<file path="src/rtl/adc_seq_pkg.sv">
package adc_seq_pkg;
  typedef enum logic [2:0] {ST_IDLE, ST_SETTLE, ST_SETUP, ST_CONV, ST_HALT} seq_state_e;

  // control register bit positions
  localparam int CB_GO   = 0;
  localparam int CB_REP  = 1;
  localparam int CB_IE   = 2;
  localparam int CB_FLAG = 3;
  localparam int CB_BUSY = 4;

  // word offsets (byte offset / 4)
  localparam int W_CTL  = 0;
  localparam int W_TGT  = 1;
  localparam int W_LO   = 2;
  localparam int W_HI   = 3;
  localparam int W_DIV  = 4;
  localparam int W_MASK = 5;
  localparam int W_RES0 = 6;
  localparam int W_EMU  = 12;
endpackage

</file>
<file path="src/rtl/adc_seq_fsm.sv">
module adc_seq_fsm
  import adc_seq_pkg::*;
#(
  parameter int NCH    = 6,
  parameter int DIV_W  = 16,
  parameter int FINE_W = 6,
  parameter int SEL_W  = 3,
  parameter int CNT_W  = 18
) (
  input  logic             clk,
  input  logic             rst_n,
  input  logic             run_req,
  input  logic             rep_mode,
  input  logic [DIV_W-1:0] div,
  input  logic [NCH-1:0]   mask,
  input  logic             suspend,
  input  logic             emu_bypass,
  output logic             busy,
  output logic [SEL_W-1:0] ch,
  output logic             conv_en,
  output logic             conv_start,
  output logic             ev_sample,
  output logic             ev_done,
  output logic             clr_run
);
  // phase arithmetic
  function automatic logic [CNT_W-1:0] settle_len(input logic [DIV_W-1:0] d);
    return CNT_W'((32'(d[FINE_W-1:0]) + 32'd3) * 32'd2);
  endfunction
  function automatic logic [CNT_W-1:0] setup_len(input logic [DIV_W-1:0] d);
    return CNT_W'((32'(d) + 32'd1) * 32'd2);
  endfunction
  function automatic logic [CNT_W-1:0] conv_len(input logic [DIV_W-1:0] d);
    return CNT_W'((32'(d[FINE_W-1:0]) + 32'd1) * 32'd24);
  endfunction
  // lowest enabled channel at or above 'from'; MSB flags a hit
  function automatic logic [SEL_W:0] pick(input logic [NCH-1:0] m, input int from);
    logic [SEL_W:0] r;
    r = '0;
    for (int i = NCH - 1; i >= 0; i--)
      if (i >= from && m[i]) r = {1'b1, SEL_W'(i)};
    return r;
  endfunction

  seq_state_e       state;
  logic [CNT_W-1:0] cnt;
  logic             rep_lat;
  logic             at_end, last, hold, stop_now;
  logic [SEL_W:0]   nxt_up, nxt_first;
  logic [SEL_W-1:0] nxt_ch;

  always_comb begin
    at_end    = (cnt == '0);
    nxt_up    = pick(mask, int'(ch) + 1);
    nxt_first = pick(mask, 0);
    last      = !nxt_up[SEL_W];
    nxt_ch    = last ? nxt_first[SEL_W-1:0] : nxt_up[SEL_W-1:0];
    hold      = suspend && !emu_bypass;
    stop_now  = !run_req || (mask == '0) || (rep_lat && !rep_mode) || (last && !rep_lat);
    ev_sample = (state == ST_CONV) && at_end;
    ev_done   = ev_sample && last;
    clr_run   = ev_sample && stop_now;
    busy      = (state != ST_IDLE);
    conv_en   = (state == ST_SETUP) || (state == ST_CONV);
  end

  always_ff @(posedge clk or negedge rst_n) begin
    if (!rst_n) begin
      state      <= ST_IDLE;
      cnt        <= '0;
      ch         <= '0;
      rep_lat    <= 1'b0;
      conv_start <= 1'b0;
    end else begin
      conv_start <= (state == ST_SETUP) && at_end;
      case (state)
        ST_IDLE:
          if (run_req && mask != '0) begin
            ch      <= nxt_first[SEL_W-1:0];
            rep_lat <= rep_mode;
            cnt     <= settle_len(div) - 1'b1;
            state   <= ST_SETTLE;
          end
        ST_SETTLE:
          if (at_end) begin
            cnt   <= setup_len(div) - 1'b1;
            state <= ST_SETUP;
          end else cnt <= cnt - 1'b1;
        ST_SETUP:
          if (at_end) begin
            cnt   <= conv_len(div) - 1'b1;
            state <= ST_CONV;
          end else cnt <= cnt - 1'b1;
        ST_CONV:
          if (at_end) begin
            if (stop_now) state <= ST_IDLE;
            else begin
              ch <= nxt_ch;
              if (hold) state <= ST_HALT;
              else begin
                cnt   <= settle_len(div) - 1'b1;
                state <= ST_SETTLE;
              end
            end
          end else cnt <= cnt - 1'b1;
        ST_HALT:
          if (!run_req) state <= ST_IDLE;
          else if (!hold) begin
            cnt   <= settle_len(div) - 1'b1;
            state <= ST_SETTLE;
          end
        default: state <= ST_IDLE;
      endcase
    end
  end
endmodule

</file>
<file path="src/rtl/adc_seq_regs.sv">
module adc_seq_regs
  import adc_seq_pkg::*;
#(
  parameter int NCH    = 6,
  parameter int RES_W  = 10,
  parameter int DIV_W  = 16,
  parameter int SEL_W  = 3,
  parameter int ADDR_W = 6
) (
  input  logic              clk,
  input  logic              rst_n,
  input  logic              wen,
  input  logic [ADDR_W-1:0] addr,
  input  logic [31:0]       wdata,
  output logic [31:0]       rdata,
  input  logic              busy,
  input  logic [SEL_W-1:0]  ch,
  input  logic              ev_sample,
  input  logic              ev_done,
  input  logic              clr_run,
  input  logic [RES_W-1:0]  conv_result,
  output logic              run_req,
  output logic              rep_mode,
  output logic [DIV_W-1:0]  div,
  output logic [NCH-1:0]    mask,
  output logic              emu_bypass,
  output logic              irq
);
  localparam int WORD_W = ADDR_W - 2;

  logic [WORD_W-1:0]           word;
  logic                        ie_q, flag_q;
  logic [NCH-1:0]              tgt_q;
  logic [RES_W-1:0]            lo_q, hi_q;
  logic [NCH-1:0][RES_W-1:0]   res_flat;
  wire                         unused_bits = ^{wdata[31:DIV_W], addr[1:0]};

  assign word = addr[ADDR_W-1:2];

  always_ff @(posedge clk or negedge rst_n) begin
    if (!rst_n) begin
      run_req    <= 1'b0;
      rep_mode   <= 1'b0;
      ie_q       <= 1'b0;
      flag_q     <= 1'b0;
      tgt_q      <= '0;
      lo_q       <= '0;
      hi_q       <= '0;
      div        <= '1;
      mask       <= '1;
      emu_bypass <= 1'b0;
      irq        <= 1'b0;
    end else begin
      irq <= ev_done && ie_q;
      if (clr_run) run_req <= 1'b0;
      if (wen) begin
        case (int'(word))
          W_CTL: begin
            run_req  <= wdata[CB_GO] && (mask != '0);
            rep_mode <= wdata[CB_REP];
            ie_q     <= wdata[CB_IE];
            if (wdata[CB_FLAG]) flag_q <= 1'b0;
          end
          W_TGT:  tgt_q      <= wdata[NCH-1:0];
          W_LO:   lo_q       <= wdata[RES_W-1:0];
          W_HI:   hi_q       <= wdata[RES_W-1:0];
          W_DIV:  div        <= wdata[DIV_W-1:0];
          W_MASK: mask       <= wdata[NCH-1:0];
          W_EMU:  emu_bypass <= wdata[0];
          default: ;
        endcase
      end
      if (ev_done) flag_q <= 1'b1;
    end
  end

  for (genvar n = 0; n < NCH; n++) begin : g_res
    logic [RES_W-1:0] q;
    always_ff @(posedge clk or negedge rst_n) begin
      if (!rst_n) q <= '0;
      else if (ev_sample && ch == SEL_W'(n)) q <= conv_result;
    end
    assign res_flat[n] = q;
  end

  always_comb begin
    rdata = '0;
    case (int'(word))
      W_CTL:  rdata[4:0]       = {busy, flag_q, ie_q, rep_mode, run_req && (mask != '0)};
      W_TGT:  rdata[NCH-1:0]   = tgt_q;
      W_LO:   rdata[RES_W-1:0] = lo_q;
      W_HI:   rdata[RES_W-1:0] = hi_q;
      W_DIV:  rdata[DIV_W-1:0] = div;
      W_MASK: rdata[NCH-1:0]   = mask;
      W_EMU:  rdata[0]         = emu_bypass;
      default:
        for (int n = 0; n < NCH; n++)
          if (int'(word) == W_RES0 + n) rdata[RES_W-1:0] = res_flat[n];
    endcase
  end
endmodule

</file>
<file path="src/rtl/adc_scan_seq.sv">
module adc_scan_seq #(
  parameter int NCH    = 6,
  parameter int RES_W  = 10,
  parameter int DIV_W  = 16,
  parameter int FINE_W = 6,
  parameter int ADDR_W = 6
) (
  input  logic              clk,
  input  logic              rst_n,
  input  logic              bus_wen,
  input  logic [ADDR_W-1:0] bus_addr,
  input  logic [31:0]       bus_wdata,
  output logic [31:0]       bus_rdata,
  input  logic              emu_suspend,
  input  logic [RES_W-1:0]  conv_result,
  output logic [$clog2(NCH)-1:0] mux_sel,
  output logic              conv_en,
  output logic              conv_start,
  output logic              scan_irq
);
  localparam int SEL_W = $clog2(NCH);
  localparam int CNT_W = DIV_W + 2;

  logic             run_req, rep_mode, emu_bypass, busy;
  logic             ev_sample, ev_done, clr_run;
  logic [DIV_W-1:0] div;
  logic [NCH-1:0]   mask;

  adc_seq_regs #(.NCH(NCH), .RES_W(RES_W), .DIV_W(DIV_W), .SEL_W(SEL_W), .ADDR_W(ADDR_W)) u_regs (
    .clk(clk), .rst_n(rst_n), .wen(bus_wen), .addr(bus_addr), .wdata(bus_wdata),
    .rdata(bus_rdata), .busy(busy), .ch(mux_sel), .ev_sample(ev_sample),
    .ev_done(ev_done), .clr_run(clr_run), .conv_result(conv_result),
    .run_req(run_req), .rep_mode(rep_mode), .div(div), .mask(mask),
    .emu_bypass(emu_bypass), .irq(scan_irq)
  );

  adc_seq_fsm #(.NCH(NCH), .DIV_W(DIV_W), .FINE_W(FINE_W), .SEL_W(SEL_W), .CNT_W(CNT_W)) u_fsm (
    .clk(clk), .rst_n(rst_n), .run_req(run_req), .rep_mode(rep_mode), .div(div),
    .mask(mask), .suspend(emu_suspend), .emu_bypass(emu_bypass), .busy(busy),
    .ch(mux_sel), .conv_en(conv_en), .conv_start(conv_start),
    .ev_sample(ev_sample), .ev_done(ev_done), .clr_run(clr_run)
  );
endmodule

</file>
<file path="config.mk">
export PLATFORM = sky130hd
export DESIGN_NAME = adc_scan_seq
export DESIGN_NICKNAME = d
export VERILOG_FILES = /design/src/rtl/adc_seq_pkg.sv /design/src/rtl/adc_seq_fsm.sv /design/src/rtl/adc_seq_regs.sv /design/src/rtl/adc_scan_seq.sv
export SDC_FILE = /design/constraint.sdc
export NUM_CORES = 1
export LEC_CHECK = 0
export BUFFER_PORTS_ARGS = -buffer_cell sky130_fd_sc_hd__buf_2
export CORE_MARGIN = 8
export CORE_UTILIZATION = 45
export DETAILED_ROUTE_END_ITERATION = 10
export PLACE_DENSITY = 0.71
export SYNTH_ARGS = -nofsm -noshare
export SYNTH_HDL_FRONTEND = slang
export SYNTH_SLANG_ARGS = --single-unit
</file>
<file path="constraint.sdc">
create_clock -name clk -period 7.2 [get_ports clk]
set_input_delay 1.08 -clock clk [delete_from_list [all_inputs] [get_ports clk]]
set_output_delay 1.08 -clock clk [all_outputs]
set_load 0.02 [all_outputs]
</file>
# Word-level counts from Yosys, hierarchy flattened
# Cells that the tools add are included.
# op_classes
n_reduce_logical	57
order_cmp	6
add_sub_neg	8
multipliers	1
eq_ne	29
muxes	52
# op_table
operator	n
2-to-1 mux 18 bit	7
case mux 18 bit (5 select lines)	1
subtractor 18 x 1 -> 18 bit (second input constant)	4
greater-or-equal comparator 3 x 32 -> 1 bit (first input constant)	2
greater-or-equal comparator 4 x 32 -> 1 bit (first input constant)	2
2-to-1 mux 10 bit	6
2-to-1 mux 3 bit	18
greater-or-equal comparator 1 x 32 -> 1 bit (first input constant)	1
greater-or-equal comparator 2 x 32 -> 1 bit (first input constant)	1
multiplier 32 x 2 -> 15 bit (second input constant)	1
equality test 4 bit (second input constant)	7
case mux 4 bit (7 select lines)	1
2-to-1 mux 4 bit	6
logical AND 1 bit	22
zero test 18 bit	1
adder 16 x 1 -> 17 bit (second input constant)	1
case mux 4 bit (4 select lines)	1
AND reduction 2 bit	8
case mux 3 bit (5 select lines)	1
equality test 3 x 2 -> 1 bit (second input constant)	4
equality test 3 bit (second input constant)	3
equality test 4 x 2 -> 1 bit (second input constant)	2
equality test 4 x 3 -> 1 bit (second input constant)	2
!= test 2 x 1 -> 1 bit (second input constant)	4
other kinds (26)	47
# totals
ff_bits	140
in_bits	52
output_inout_bits	38

# Logic depth before layout (Yosys ltp)
# Gate-level depths: netlist of the first run.
# logic_depth
ltp_word	16
depth_mapped	14
ltp_nobuf	13

# By module
# From an unflattened synthesis of the first run, not the netlist that was laid out.
# unflattened
cells_unflattened	1032
hier_area_um2	9894.5
# modules_own_cells
mod	n_inst	area_each_um2	cells_per_inst
adc_seq_regs	1	5655.4	431
adc_seq_fsm	1	4239.1	601

# Worst setup path after synthesis of the first run
# OpenSTA, ideal clock, no wires.
# synth_timing
kind	input-to-output
from	input bus_addr[4]
to	output bus_rdata[0]
arrival_ns	2.927
required_time_ns	6.120
setup_slack_ns	3.193
path_stages	8
n_path_buf	1
path_cell_list	clkbuf_1 > clkinv_1 > nor3_1 > a22o_1 > nand2_1 > a31oi_1 > nor2_1 > a21oi_1
# synth_between
elab_chain_cells	8
elab_cells_between_ends	20
cone_classes	12 x eq/ne; 7 x mux; 1 x reduce/logical
# synth_lines
item	line	text
start, declared	adc_scan_seq.sv:11	input logic [ADDR_W-1:0] bus_addr,
equality test 4 bit	adc_seq_regs.sv:98	if (int'(word) == W_RES0 + n) rdata[RES_W-1:0] = res_flat[n];
2-to-1 mux 10 bit (6 in a row)	adc_seq_regs.sv:98	
case mux 1 bit (7 select lines) (*)	adc_seq_regs.sv:88	case (int'(word))
end, declared	adc_scan_seq.sv:13	output logic [31:0] bus_rdata,
# Mark *: on every way between the ends. The rest lies on a longest branch, timed or not.

# Worst setup path after layout of the first run
# Same ends and word-level chain as after synthesis.

==> results of run 1 <==
layout make-up:
| cell class | instances | area, um2 | area share, % |
|---|---|---|---|
| clock buffers | 20 | 467 | 4.41 |
| multi-input cells | 807 | 5680 | 53.6 |
| repair buffers | 64 | 349 | 3.30 |
| flip-flops and latches | 140 | 3530 | 33.3 |
| well taps | 275 | 344 | 3.25 |
| inverters | 27 | 101 | 0.957 |
| clock inverters | 12 | 123 | 1.16 |
flip-flops by register name, summed over array words and instances (netlist names):
name / cells
u_regs.g_res.q: 60
u_fsm.cnt: 18
u_regs.div: 16
u_regs.hi_q: 10
u_regs.lo_q: 10
u_regs.mask: 6
u_regs.tgt_q: 6
u_fsm.ch: 3
u_fsm.state: 3
u_fsm.conv_start: 1
u_fsm.rep_lat: 1
u_regs.emu_bypass: 1
u_regs.flag_q: 1
u_regs.ie_q: 1
u_regs.irq: 1
u_regs.rep_mode: 1
u_regs.run_req: 1
Yosys cell counts (6+ instances only):
cell type / count / area (um2)
a21oi_1: 60 / 300
a222oi_1: 8 / 80.1
a22oi_1: 20 / 150
a31oi_1: 17 / 106
and2_1: 18 / 113
and3_1: 14 / 87.6
buf_2: 7 / 35.0
buf_4: 16 / 120
clkbuf_1: 39 / 146
dfrtp_1: 118 / 2950
dfstp_2: 22 / 578
ha_1: 28 / 350
inv_1: 23 / 86.3
mux2_2: 112 / 1260
mux2i_1: 11 / 110
nand2_1: 95 / 357
nand2b_1: 9 / 56.3
nand3_1: 20 / 100
nand4_1: 9 / 56.3
nor2_1: 68 / 255
nor2b_1: 7 / 43.8
nor3_1: 32 / 160
nor4_1: 7 / 43.8
o211ai_1: 14 / 105
o21ai_0: 60 / 300
o22ai_1: 13 / 81.3
o31ai_1: 6 / 45.0
or3_1: 13 / 81.3
xnor2_1: 28 / 245
xor2_1: 16 / 140
metal layers:
metal	global-route usage, %	wire length [um]	up-vias
met5	0	8	-
met3	3.77	1760	60
met4	8.38	752	2
met2	33.0	12700	335
li1	-	-	3856
met1	26.5	11600	3998
power groups by stage:
| stage | clock, mW | sequential (mW) | combinational (mW) |
|---|---|---|---|
| global placement | 0 | 1.13 | 0.893 |
| detailed placement | 0 | 1.14 | 0.912 |
| CTS | 0.896 | 1.12 | 0.918 |
| floorplan | 0 | 1.04 | 0.767 |
| finish | 0.886 | 1.13 | 0.926 |
| global route | 0.924 | 1.15 | 1.02 |
final timing paths:
| kind | end | slack (ns) |
|---|---|---|
| min | u_regs.g_res[1].q[2] | 0.50 |
| max | bus_rdata[0] | 2.66 |
| max in group asynchronous | u_regs.g_res[2].q[6] | 5.20 |
| min reg2reg | u_regs.g_res[1].q[2] | 0.50 |
| max reg2reg | u_fsm.cnt[13] | 2.89 |
| min in group asynchronous | u_fsm.cnt[16] | 0.66 |
logic make-up (layout without fill, tap and decap cells):
logic type	Yosys count	after routing	synth area share, %
buffers and inverters	96	123	4.64
xor gates and xnor gates	46	46	4.35
adders and majority gates	29	29	3.86
other	1	16	0.0391
AOI/OAI and AO/OA	276	276	19.3
muxes	126	126	14.8
and+or+nand+nor	314	314	16.2
DFF	140	140	36.8
worst register-to-register path, stage by stage (launching register included):
cell      delay, ns
dfstp_2        0.77
inv_1          0.22
ha_1           0.50
inv_1          0.17
fa_1           0.44
nand2b_1       0.16
a21oi_1        0.26
o21ai_0        0.12
a22oi_1        0.16
o21ai_0        0.26
o41ai_1        0.72
nor3_1         0.12
a221oi_1       0.31
==> metrics.cfg, run 1 <==
[power_and_ir_drop]
p_int_mw=1.85
total_power_mw=2.94
leakagePower_nw=4.41
pwr-share-seq_pct=38.4
p_clk_share_pct=30.1
p_sw_share_pct=37.2
powerDensity_nw_per_um2=278
ir_worst_vdd_mv=0.199
pwr-share-comb_pct=31.5
switchingPower_mw=1.09

[logic_synthesis]
synthCells=1028
seq_area_frac_synth_pct=36.8
synth_edf_count=0
ys_ff_latch=140
synthArstFlopShare_pct=100
synth_ff_type=dfrtp_1
yosysWarnings=0
synth_area_um2=9600
synthDistinctLibCells=86
synth_area_per_cell_um2=9.34

[worst_setup_path]
path_depth=10
crit_chain=buf_2 -> clkinv_1 -> nand2_1 -> nor3_1 -> buf_4 -> a222oi_1 -> a31oi_1 -> nor2_1 -> a21oi_1 -> buf_2
endpoint_kind=primary output
cp_slowest_cell=clkinv_1
cpMostUsedCell=buf_2
cp-startpoint=bus_addr[4]
arrival_ns=3.46
rr_startpoint=u_regs.div[0]
rr_worst_depth=12
cp.required_ns=6.12
cpPeakStageDelay_ns=0.40
crit_buf_inv=4
crit_fanout=28
crit_family=buffers and inverters
critPathKind=in -> out
crit_path_start_kind=primary input

[timing]
setup_viol=0
skew_ns=0.00955
fin_hold_ws_ns=0.496
fin_ws_ns=2.66
slew_headroom_pct=37.1
hold_viol=0
rsz0062_at_grt=false
clock.fmax_ghz=0.220
slew_violations=0
final.period_utilization_pct=63.0
final.setup.tns_ns=0
fin_crit_ns=4.54
tightestPinTransition_ns=0.936

[cells_and_area]
drive_above_1_share_pct=23.1
n_fill_cell=1976
instances_no_fill=1345
mostFrequentLayoutCells=118 x dfrtp_1, 112 x mux2_2, 95 x nand2_1
fin_nets=1138
layout_commonest_cell=dfrtp_1
areaGrowthSynthToFinish_pct=10.4
fin_util_pct=50.5
finish.instance_area_um2=10600
diodes=0

[cts]
htree_levels=4
cts.sinks=140
clk_pin_slew_ns=0.06
ctsHoldBuffers=0
cts_buffer_depth=2
cts_buffers=17
cts_root_buffer=clkbuf_16
ctsResizeCount=0
clock_latency_ns=0.43
cts_tree=yes
post_cts_buffers=0

[floorplanning]
die_w_um=162
num_io_pins=90
rows=53
die-area_um2=26300
start_util_pct=45.8
coreArea_um2=21000
die_h_um=162

[min_path]
hold_class=reg -> reg
hold_path.startpoint=u_regs.g_res[1].q[2]
min_path_cells=1

[placement]
hpwl_um=18900
dpl_cell_area_um2=10000
dp_cells=1313
io_buffer_count=55
pre_cts_ws_ns=2.73
gp_congestion=0.916

[global_routing]
grt_pass1_wl_um=43400
grt.total_usage_pct=20.4
grt_pass1_vias=8077
grt_max_degree=81
antenna_found_initial=1
grt-ovfl-total=0

[route]
detail-route-antenna-nets=0
vias=8251
via_per_inst=6.13
firstDrtPassIters=5
drc=0
drt_wl_total_um=26800
wire_per_inst_um=19.9
drt_iter0_markers=616

[job]
drv_cap=0

[status]
status=finished clean

Power figures use the tool's default switching activity.
==> run 2, diff against run 1 <==
- ABC_AREA: default -> 1
- PLACE_DENSITY: 0.71 -> 0.74
- clock period: 7.2 -> 4.1 ns (I/O delays scaled with it)
==> metrics.cfg, run 2 <==
[status]
status=finished clean

[worst_setup_path]
cp-startpoint=u_regs.div[2]
endpoint=u_fsm.cnt[16]
rr_worst_depth=18  ; +6
arrival_ns=3.77  ; +0.31 ns
endpoint_kind=flop
crit_path_start_kind=flop
rr_startpoint=u_regs.div[2]
ff2ff_setup_slack_ns=0.67  ; -2.22 ns
r2r-end=u_fsm.cnt[16]
cp.required_ns=4.45  ; -1.67 ns
crit_fanout=11  ; -61%
critPathKind=reg -> reg

[timing]
slew_headroom_pct=42.2  ; +5.0 points
hold_viol=0  ; unchanged
fin_ws_ns=0.674  ; -1.99 ns
skew_ns=0.0143  ; +0.00473 ns
final.period_utilization_pct=83.6
clock.fmax_ghz=0.292
setup_viol=0  ; unchanged
tightestPinTransition_ns=0.867  ; -0.0681 ns
fin_crit_ns=3.43
final.setup.tns_ns=0  ; unchanged
rsz0062_at_grt=false
slew_violations=0  ; unchanged

[logic_synthesis]
synth_area_um2=9320  ; -2.9%
synth_common_cells=321 x nand2_1, 155 x o21ai_0, 142 x inv_1
synth_ff_type=dfrtp_1
synth_top_cell_by_area=dfrtp_1
seq_area_frac_synth_pct=37.9  ; +1.1 points
ys_ff_latch=140  ; unchanged
synthDistinctLibCells=64  ; -26%
synthArstFlopShare_pct=100  ; unchanged
yosysWarnings=0  ; unchanged
synth_area_per_cell_um2=7.29  ; -22%
synthCells=1279  ; +24%
synth.area.top_cells=dfrtp_1 32%, nand2_1 13%, o21ai_0 8.3%, dfstp_2 6.2%, inv_1 5.7%
synth.most_common_cell=nand2_1
synth_edf_count=0  ; unchanged
synth_top_area_share_pct=31.7  ; +0.92 points

[global_routing]
grt_pass1_vias=8468  ; +4.8%
grt-ovfl-total=0  ; unchanged
grt.total_usage_pct=19.6  ; -0.81 points
grt_pass1_wl_um=41800  ; -3.6%
grt_max_degree=97  ; +20%
antenna_found_initial=0  ; -1

[cts]
cts_buffers=17  ; unchanged
cts_buffer_depth=2  ; unchanged
clk_pin_slew_ns=0.07  ; about the same
cts.sinks=140  ; unchanged
ctsHoldBuffers=0  ; unchanged
cts_root_buffer=clkbuf_16
clock_latency_ns=0.43  ; about the same
cts_tree=yes
ctsResizeCount=0  ; unchanged
htree_levels=4  ; unchanged
post_cts_buffers=0  ; unchanged

[cells_and_area]
regMostFlops=u_regs.g_res.q
areaGrowthSynthToFinish_pct=11.1
instances_no_fill=1605  ; +19%
diodes=0  ; unchanged
layout_commonest_cell=nand2_1
fin_util_pct=51.0  ; +0.44 points
largest_reg_flops=60  ; unchanged
fin_nets=1403  ; +23%
mostFrequentLayoutCells=321 x nand2_1, 155 x o21ai_0, 142 x inv_1
drive_above_1_share_pct=13.4  ; -9.7 points
reg.largest.list=u_regs.g_res.q: 60 flops, u_fsm.cnt: 18 flops, u_regs.div: 16 flops

[route]
vias=8608  ; +4.3%
firstDrtPassIters=6  ; +1
drt_iter0_markers=725  ; +18%
detail-route-antenna-nets=0  ; unchanged
drc=0  ; unchanged
drt_wl_total_um=24700  ; -7.8%
via_per_inst=5.36  ; -13%
wire_per_inst_um=15.4  ; -23%

[power_and_ir_drop]
total_power_mw=5.66  ; +92%
leakagePower_nw=4.97  ; +13%
ir_worst_vdd_mv=0.302  ; +52%
powerDensity_nw_per_um2=546  ; +97%

[floorplanning]
num_io_pins=90  ; unchanged
die_h_um=160  ; -1.3%
die_w_um=160  ; -1.3%
rows=52  ; -1.9%
coreArea_um2=20300  ; -3.1%
die-area_um2=25600  ; -2.6%
start_util_pct=45.9  ; +0.11 points

[placement]
io_buffer_count=55  ; unchanged
dp_cells=1573  ; +20%
gp_congestion=0.881  ; -3.8%
hpwl_um=18500  ; -2.0%
pre_cts_ws_ns=0.701  ; -2.02 ns

[job]
drv_cap=0  ; unchanged

[min_path]
hold_class=in -> async

==> run 2: cell types whose count changed after synthesis, sizes merged, moves of 13 or more <==
cell	delta
a22oi	-18
xnor2	-20
nand3	+81
o21ai	+105
or3	-13
nor3	-20
and2	-18
a21oi	-29
nor2	+62
inv	+123
mux2	-114
nand2	+243
a31oi	-16
==> run 2: layout make-up <==
type | instances | area, um2
clock buffers | 19 | 443
clock inverters | 13 | 121
fillers | 2017 | 9950
inverters | 150 | 563
multi-input cells | 947 | 4990
flip-flops and latches | 140 | 3530
well taps | 270 | 338
repair buffers | 66 | 364
==> run 2: how the worst min path moves through the flow <==
stage / to / start / slack, ns
after floorplan: u_fsm.ch[0] / rst_n / 0.32
after global placement: u_regs.g_res[4].q[4] / u_regs.g_res[4].q[4] / 0.47
after detailed placement: u_regs.g_res[5].q[0] / u_regs.g_res[5].q[0] / 0.47
after CTS: u_regs.hi_q[7] / rst_n / 0.32
after global routing: u_regs.hi_q[7] / rst_n / 0.35
final: u_regs.hi_q[7] / rst_n / 0.27
==> run 2: logic make-up after synthesis <==
kind of cell / after synthesis / share of synthesized area [%]
simple gates: 609 / 29.6
compound gates: 262 / 16.4
buf+inv: 207 / 9.17
flops: 140 / 37.9
xor+xnor: 31 / 2.99
fa+ha+maj: 29 / 3.97
other cells: 1 / 0.0402
==> run 2: worst max-delay path: stages (launching register included) <==
cell,delay [ns]
dfstp_2,0.69
ha_1,0.25
nand2_2,0.13
xor2_1,0.34
inv_1,0.12
ha_1,0.37
a21oi_1,0.20
nand2_1,0.09
xor2_1,0.24
nand2_1,0.08
inv_1,0.07
nand2_1,0.08
nor2_1,0.16
nand3_1,0.09
nand2_1,0.06
nand2_1,0.10
nand3_1,0.11
nand2_1,0.06
a21oi_1,0.11
==> run 2: per-layer routing <==
| metal | routed length [um] | global-route usage, % |
|---|---|---|
| met1 | 11000 | 25.2 |
| met2 | 11500 | 31.9 |
| met3 | 1480 | 3.78 |
| met4 | 678 | 7.99 |
| met5 | 0 | 0 |
==> run 2: power breakdown <==
part | leakage (nW) | total [mW] | switching, mW | internal, mW
clock | 0.279 | 1.50 | 0.681 | 0.821
sequential | 1.49 | 1.90 | 0.255 | 1.64
combinational | 3.20 | 2.25 | 1.49 | 0.766
total | 4.97 | 5.66 | 2.42 | 3.23
==> run 2: per-stage QoR <==
stage	area, um2	hold WS, ns
floorplan	9380	0.319
global placement	9790	0.466
detailed placement	9790	0.473
CTS	10300	0.316
global route	10300	0.350
finish	10300	0.274
